[config.mk]
export PLATFORM = sky130hd
export DESIGN_NAME = qseq_top
export DESIGN_NICKNAME = d
export VERILOG_FILES = /design/src/rtl/qseq_pkg.sv /design/src/rtl/qseq_queue.sv /design/src/rtl/qseq_arb.sv /design/src/rtl/qseq_top.sv
export SDC_FILE = /design/constraint.sdc
export NUM_CORES = 1
export LEC_CHECK = 0
export BUFFER_PORTS_ARGS = -buffer_cell sky130_fd_sc_hd__buf_2
export CAP_MARGIN = 20
export CORE_MARGIN = 3
export CORE_UTILIZATION = 43
export CTS_CLUSTER_SIZE = 40
export DETAILED_ROUTE_END_ITERATION = 8
export PLACE_DENSITY_LB_ADDON = 0.15
export RECOVER_POWER = 100
export SKIP_CTS_REPAIR_TIMING = 1
export SLEW_MARGIN = 20
export SYNTH_ARGS = -nofsm -noshare
export SYNTH_HDL_FRONTEND = slang
export SYNTH_SLANG_ARGS = --single-unit
[constraint.sdc]
create_clock -name clk -period 2.3 [get_ports clk]
set_input_delay 0.345 -clock clk [delete_from_list [all_inputs] [get_ports clk]]
set_output_delay 0.345 -clock clk [all_outputs]
set_load 0.03 [all_outputs]
[src/rtl/qseq_pkg.sv]
package qseq_pkg;
  localparam int NQ   = 2;   // queue count; index 0 has top priority
  localparam int Q_HI = 0;
  localparam int Q_LO = 1;

  typedef enum logic {
    MODE_ONCE   = 1'b0,
    MODE_REPEAT = 1'b1
  } qmode_e;
endpackage

[src/rtl/qseq_queue.sv]
module qseq_queue
  import qseq_pkg::*;
#(
  parameter int NUM_CCW = 40,
  parameter int IDX_W   = 6
) (
  input  logic             clk,
  input  logic             rst,
  input  logic             trig,
  input  logic             en,
  input  logic             mode,
  input  logic [IDX_W-1:0] first_idx,
  input  logic [IDX_W-1:0] last_idx,
  input  logic             resume_at_abort,
  input  logic             kill,        // stop request
  input  logic             clr,
  input  logic             fin,         // owned conversion completed
  input  logic             sub_end,     // flag of the completing entry
  input  logic             preempted,   // owned conversion cut by higher queue
  output logic             active,
  output logic             accept,
  output logic             cancel,
  output logic [IDX_W-1:0] ptr,
  output logic             done_flag
);
  localparam logic [IDX_W-1:0] TOP_IDX = IDX_W'(NUM_CCW - 1);

  logic             mode_q;
  logic [IDX_W-1:0] sub_start;
  logic [IDX_W-1:0] ptr_next;
  logic             at_last;

  assign ptr_next = (ptr == TOP_IDX) ? '0 : ptr + 1'b1;
  assign at_last  = (ptr == last_idx);
  assign cancel   = active & (~en | (mode != mode_q));
  assign accept   = trig & en & ~active & ~kill & (mode == mode_q);

  always_ff @(posedge clk) begin
    if (rst) begin
      mode_q    <= MODE_ONCE;
      active    <= 1'b0;
      ptr       <= '0;
      sub_start <= '0;
      done_flag <= 1'b0;
    end else begin
      mode_q <= mode;
      if (fin && at_last)
        done_flag <= 1'b1;
      else if (clr)
        done_flag <= 1'b0;

      if (cancel || kill) begin
        active <= 1'b0;
      end else if (accept) begin
        active    <= 1'b1;
        ptr       <= first_idx;
        sub_start <= first_idx;
      end else if (fin) begin
        if (at_last) begin
          ptr       <= first_idx;
          sub_start <= first_idx;
          if (mode_q == MODE_ONCE)
            active <= 1'b0;
        end else begin
          ptr <= ptr_next;
          if (sub_end)
            sub_start <= ptr_next;
        end
      end else if (preempted && !resume_at_abort) begin
        ptr <= sub_start;
      end
    end
  end
endmodule

[src/rtl/qseq_arb.sv]
module qseq_arb
  import qseq_pkg::*;
#(
  parameter int IDX_W = 6
) (
  input  logic                      clk,
  input  logic                      rst,
  input  logic [NQ-1:0]             q_active,
  input  logic [NQ-1:0]             q_accept,
  input  logic [NQ-1:0]             q_cancel,
  input  logic [NQ-1:0][IDX_W-1:0]  q_ptr,
  input  logic                      stop,
  input  logic                      frozen,
  input  logic                      conv_done,
  output logic [NQ-1:0]             q_fin,
  output logic [NQ-1:0]             q_preempt,
  output logic [IDX_W-1:0]          ccw_idx,
  output logic                      conv_start,
  output logic                      conv_abort
);
  localparam int OW = $clog2(NQ);

  logic          busy;
  logic [OW-1:0] owner;
  logic [OW-1:0] sel;
  logic          found;
  logic          hi_req;
  logic          abort_now;
  logic          start_ok;

  always_comb begin
    found = 1'b0;
    sel   = '0;
    for (int i = NQ - 1; i >= 0; i--) begin
      if (q_active[i] && !q_cancel[i]) begin
        found = 1'b1;
        sel   = OW'(i);
      end
    end
  end

  always_comb begin
    hi_req = 1'b0;
    for (int i = 0; i < NQ; i++)
      if ((OW'(i) < owner) && q_accept[i])
        hi_req = 1'b1;
  end

  assign abort_now = busy & ~conv_done & (q_cancel[owner] | stop | hi_req);
  assign start_ok  = ~busy & ~stop & ~frozen & ~(|q_accept) & found;

  generate
    for (genvar g = 0; g < NQ; g++) begin : g_q
      assign q_fin[g]     = busy & conv_done & (owner == OW'(g));
      assign q_preempt[g] = abort_now & hi_req & ~stop & ~q_cancel[owner]
                            & (owner == OW'(g));
    end
  endgenerate

  always_ff @(posedge clk) begin
    if (rst) begin
      busy       <= 1'b0;
      owner      <= '0;
      ccw_idx    <= '0;
      conv_start <= 1'b0;
      conv_abort <= 1'b0;
    end else begin
      conv_start <= 1'b0;
      conv_abort <= abort_now;
      if (abort_now) begin
        busy <= 1'b0;
      end else if (busy && conv_done) begin
        busy <= 1'b0;
      end else if (start_ok) begin
        busy       <= 1'b1;
        owner      <= sel;
        ccw_idx    <= q_ptr[sel];
        conv_start <= 1'b1;
      end
    end
  end
endmodule

[src/rtl/qseq_top.sv]
module qseq_top
  import qseq_pkg::*;
#(
  parameter int NUM_CCW = 40,
  parameter int IDX_W   = $clog2(NUM_CCW)
) (
  input  logic             clk,
  input  logic             rst,
  input  logic             q1_trig,
  input  logic             q2_trig,
  input  logic             q1_en,
  input  logic             q2_en,
  input  logic             q1_mode,
  input  logic             q2_mode,
  input  logic [IDX_W-1:0] q1_first,
  input  logic [IDX_W-1:0] q1_last,
  input  logic [IDX_W-1:0] q2_first,
  input  logic [IDX_W-1:0] q2_last,
  input  logic             resume_at_abort,
  input  logic             stop_req,
  input  logic             frz_en,
  input  logic             frz_in,
  input  logic             q1_ie,
  input  logic             q2_ie,
  input  logic [1:0]       clr_done,
  input  logic             ccw_sub_end,
  input  logic             conv_done,
  output logic [IDX_W-1:0] ccw_idx,
  output logic             conv_start,
  output logic             conv_abort,
  output logic             q1_done,
  output logic             q2_done,
  output logic             q1_irq,
  output logic             q2_irq
);
  logic [NQ-1:0]            trig_v, en_v, mode_v, ie_v;
  logic [NQ-1:0][IDX_W-1:0] first_v, last_v, ptr_v;
  logic [NQ-1:0]            active_v, accept_v, cancel_v, fin_v, pre_v, done_v;

  assign trig_v  = {q2_trig, q1_trig};
  assign en_v    = {q2_en, q1_en};
  assign mode_v  = {q2_mode, q1_mode};
  assign ie_v    = {q2_ie, q1_ie};
  assign first_v = {q2_first, q1_first};
  assign last_v  = {q2_last, q1_last};

  generate
    for (genvar g = 0; g < NQ; g++) begin : g_queue
      qseq_queue #(.NUM_CCW(NUM_CCW), .IDX_W(IDX_W)) u_queue (
        .clk(clk), .rst(rst),
        .trig(trig_v[g]), .en(en_v[g]), .mode(mode_v[g]),
        .first_idx(first_v[g]), .last_idx(last_v[g]),
        .resume_at_abort(resume_at_abort), .kill(stop_req),
        .clr(clr_done[g]), .fin(fin_v[g]), .sub_end(ccw_sub_end),
        .preempted(pre_v[g]),
        .active(active_v[g]), .accept(accept_v[g]), .cancel(cancel_v[g]),
        .ptr(ptr_v[g]), .done_flag(done_v[g])
      );
    end
  endgenerate

  qseq_arb #(.IDX_W(IDX_W)) u_arb (
    .clk(clk), .rst(rst),
    .q_active(active_v), .q_accept(accept_v), .q_cancel(cancel_v),
    .q_ptr(ptr_v), .stop(stop_req), .frozen(frz_en & frz_in),
    .conv_done(conv_done), .q_fin(fin_v), .q_preempt(pre_v),
    .ccw_idx(ccw_idx), .conv_start(conv_start), .conv_abort(conv_abort)
  );

  assign q1_done = done_v[Q_HI];
  assign q2_done = done_v[Q_LO];
  assign q1_irq  = done_v[Q_HI] & ie_v[Q_HI];
  assign q2_irq  = done_v[Q_LO] & ie_v[Q_LO];
endmodule

==> flow_summary.toml <==
[cts]
clockRootBuffer = "clkbuf_8"
numCtsBuffers = 5
cts_buffer_depth = 2
cts_sinks = 34
insertion_delay_ns = 0.28
cts_max_level = 2
cts.clk_slew.worst_paths_ns = 0.07
cts_tree = "built"

[logic_synthesis]
yosys.cell_types.count = 56
synthCells = 261
synthAdderAreaFrac_pct = 1.110
synthXorXnorAreaFrac_pct = 7.714
synth-main-ff-cell = "dfxtp_1"
async_flop_share_pct = 0
ys_ff_latch = 34
synth-edff-count = 0
synthSimpleGateAreaFrac_pct = 20.59
ys_warn_count = 0
synth_fp_nets = 305
synth_mux_area_share_pct = 7.603
synth_top_family_by_area = "compound AO/OA/AOI/OAI gates"
ys_seq_area_share_pct = 30.19
syn_area_per_cell_um2 = 8.639
synth-compound-area-share_pct = 25.97
syn_area_um2 = 2255

[global_route]
antenna_found_initial = 0
track_usage_pct = 19.52
overflow = 0
grt_pass1_vias = 1926
grt_pass1_wl_um = 9632
grt_max_degree = 21

[layout]
final_util_pct = 52.41
fillers = 494
layout.cells.non_filler = 379
seqCellArea_um2 = 680.7
diodes = 0
multi_input_area_um2 = 1373
fin_nets = 355
areaGrowthSynthToFinish_pct = 13.43
drive_gt1_share_pct = 19.87
stdcell_area_um2 = 2557

[sta]
setup_viol = 0
slew_headroom_pct = 32.81
tightest_slew_ns = 1.008
fin_crit_sh_pct = 90.04
period_needed_ns = 2.071
rsz0062_at_grt = "no"
holdWs_ns = 0.3025
fin_skew_ns = 0.005830
tns_ns = 0
fin_ws_ns = 0.2291
fmax_ghz = 0.4829
final_max_slew_viol_count = 0
hold_viol = 0

[worst_setup_path]
required_ns = 2.49
arrival_ns = 2.26
critPathKind = "reg -> reg"
crit_fanout = 8
worstSetupStartpointType = "register"
setup.worst_path.end_class = "register"

[routing]
ant_nets = 0
via_per_inst = 5.749
totalWireLength_um = 5888
first_iter_violations = 182
drc = 0
vias = 2179
wl_per_cell_um = 15.54
first_pass_iters = 5

[power]
cellPowerDensity_nw_per_um2 = 479.7
switchingPower_uw = 319.0
power.total_mw = 1.227
p_int_uw = 907.9
p_leak_nw = 0.9355
clockPowerShare_pct = 37.8
switching_share_pct = 26.00
ir_worst_vdd_mv = 0.2483
pwr-share-comb_pct = 12.6
sequentialPowerShare_pct = 49.6

[outcome]
status = "completed"

[placement]
port-buffer-count = 53
dp_slack_ns = 0.2328
gp_congestion = 0.8555
dp_hpwl_um = 4463
dpl_cell_area_um2 = 2544
dp_cells = 371

[hold_path]
hold_class = "in -> reg"

[die]
fp.dieW_um = 78.41
core_area_um2 = 4880
die_area_um2 = 6148
floorplan.initialDensity_pct = 46.21
pin_count = 54
die_h_um = 78.41
num_rows = 25

[flow_run]
cap_violations = 0
==> flip-flops by register name (all words and copies together) (netlist names) <==
signal and flops:
g_queue.u_queue.done_flag 2, u_arb.ccw_idx 6, u_arb.conv_abort 1, g_queue.u_queue.mode_q 2
u_arb.owner 1, g_queue.u_queue.sub_start 6, u_arb.conv_start 1, g_queue.u_queue.active 2
g_queue.u_queue.ptr 12, u_arb.busy 1
==> cells by family (layout without fill, tap and decap cells) <==
logic type	Yosys count	count (layout)
multiplexers	17	17
adder cells (fa/ha/maj)	2	2
AO/OA/AOI/OAI	78	78
AND/OR/NAND/NOR	86	86
buffers and inverters	25	76
flip-flops	34	34
XOR/XNOR	19	19
==> area by class of cell <==
| cell class | count | share of cell area [%] |
|---|---|---|
| multi-input combinational | 202 | 53.67 |
| sequential | 34 | 26.61 |
| timing repair buffer | 63 | 12.13 |
| clock buffer | 7 | 3.376 |
| tap | 67 | 3.278 |
| inverter | 5 | 0.7339 |
| clock inverter | 1 | 0.1957 |
==> critical path, stage by stage (launching register included) <==
cell,delay [ns]
dfxtp_1,0.48
xnor2_1,0.18
nand4_1,0.32
o21ai_2,0.54
o32ai_1,0.15
o32ai_1,0.31
==> cell usage in the layout (no fill, tap or decap), types with 5 or more instances in the layout <==
| cell | n |
|---|---|
| mux2i_1 | 16 |
| buf_4 | 6 |
| nand3_1 | 10 |
| xnor2_1 | 15 |
| clkbuf_1 | 17 |
| buf_2 | 40 |
| o21ai_0 | 8 |
| and3_1 | 5 |
| a211oi_1 | 11 |
| o32ai_1 | 6 |
| a21oi_1 | 24 |
| nand2_1 | 20 |
| nor2_1 | 16 |
| and2_1 | 5 |
| clkbuf_8 | 6 |
| inv_1 | 5 |
| dfxtp_1 | 34 |
==> power groups by stage <==
stage / combinational [mW] / sequential (mW) / clock (mW)
after CTS: 0.160 / 0.608 / 0.475
after global routing: 0.171 / 0.610 / 0.497
after detailed placement: 0.159 / 0.622 / 0
after global placement: 0.158 / 0.622 / 0
after floorplan: 0.106 / 0.617 / 0
final: 0.155 / 0.608 / 0.464
==> cell usage after synthesis (3+ instances only) <==
master	number	area, um^2
nand2_1	20	75.07
o22ai_1	3	18.77
nor2_1	16	60.06
o21ai_0	8	40.04
clkbuf_1	8	30.03
dfxtp_1	34	680.7
and2_1	5	31.28
nand4_1	3	18.77
nor3_1	4	20.02
a31oi_1	3	18.77
and3_1	5	31.28
o32ai_1	6	52.55
nand3_1	10	50.05
a21oi_1	24	120.1
inv_1	5	18.77
nand3b_1	3	22.52
a21o_1	4	30.03
xor2_1	3	26.28
o221ai_1	3	26.28
and4_1	3	26.28
nor2b_1	4	25.02
xnor2_1	15	131.4
buf_6	3	33.78
buf_2	4	20.02
a211oi_1	11	82.58
mux2i_1	16	160.2
==> path summary, 6_finish.rpt <==
kind / startpoint / to / slack (ns) / cells past startpoint
min reg2reg: g_queue[1].u_queue.sub_start[3] / g_queue[1].u_queue.sub_start[3] / 0.48 / 2
max reg2reg: g_queue[1].u_queue.ptr[4] / g_queue[1].u_queue.ptr[3] / 0.23 / 5
max: g_queue[1].u_queue.ptr[4] / g_queue[1].u_queue.ptr[3] / 0.23 / 5
min: q2_mode / g_queue[1].u_queue.mode_q / 0.30 / 2
==> metal layers <==
layer  vias up  wire length [um]  track usage, %
li1       1074                 -               -
met1      1019              2946           29.65
met2        81              2524           27.65
met3         5               365           3.784
met4         0                52           5.594
met5         -                 0               0
Note: power is estimated with default switching activity, not from simulation.
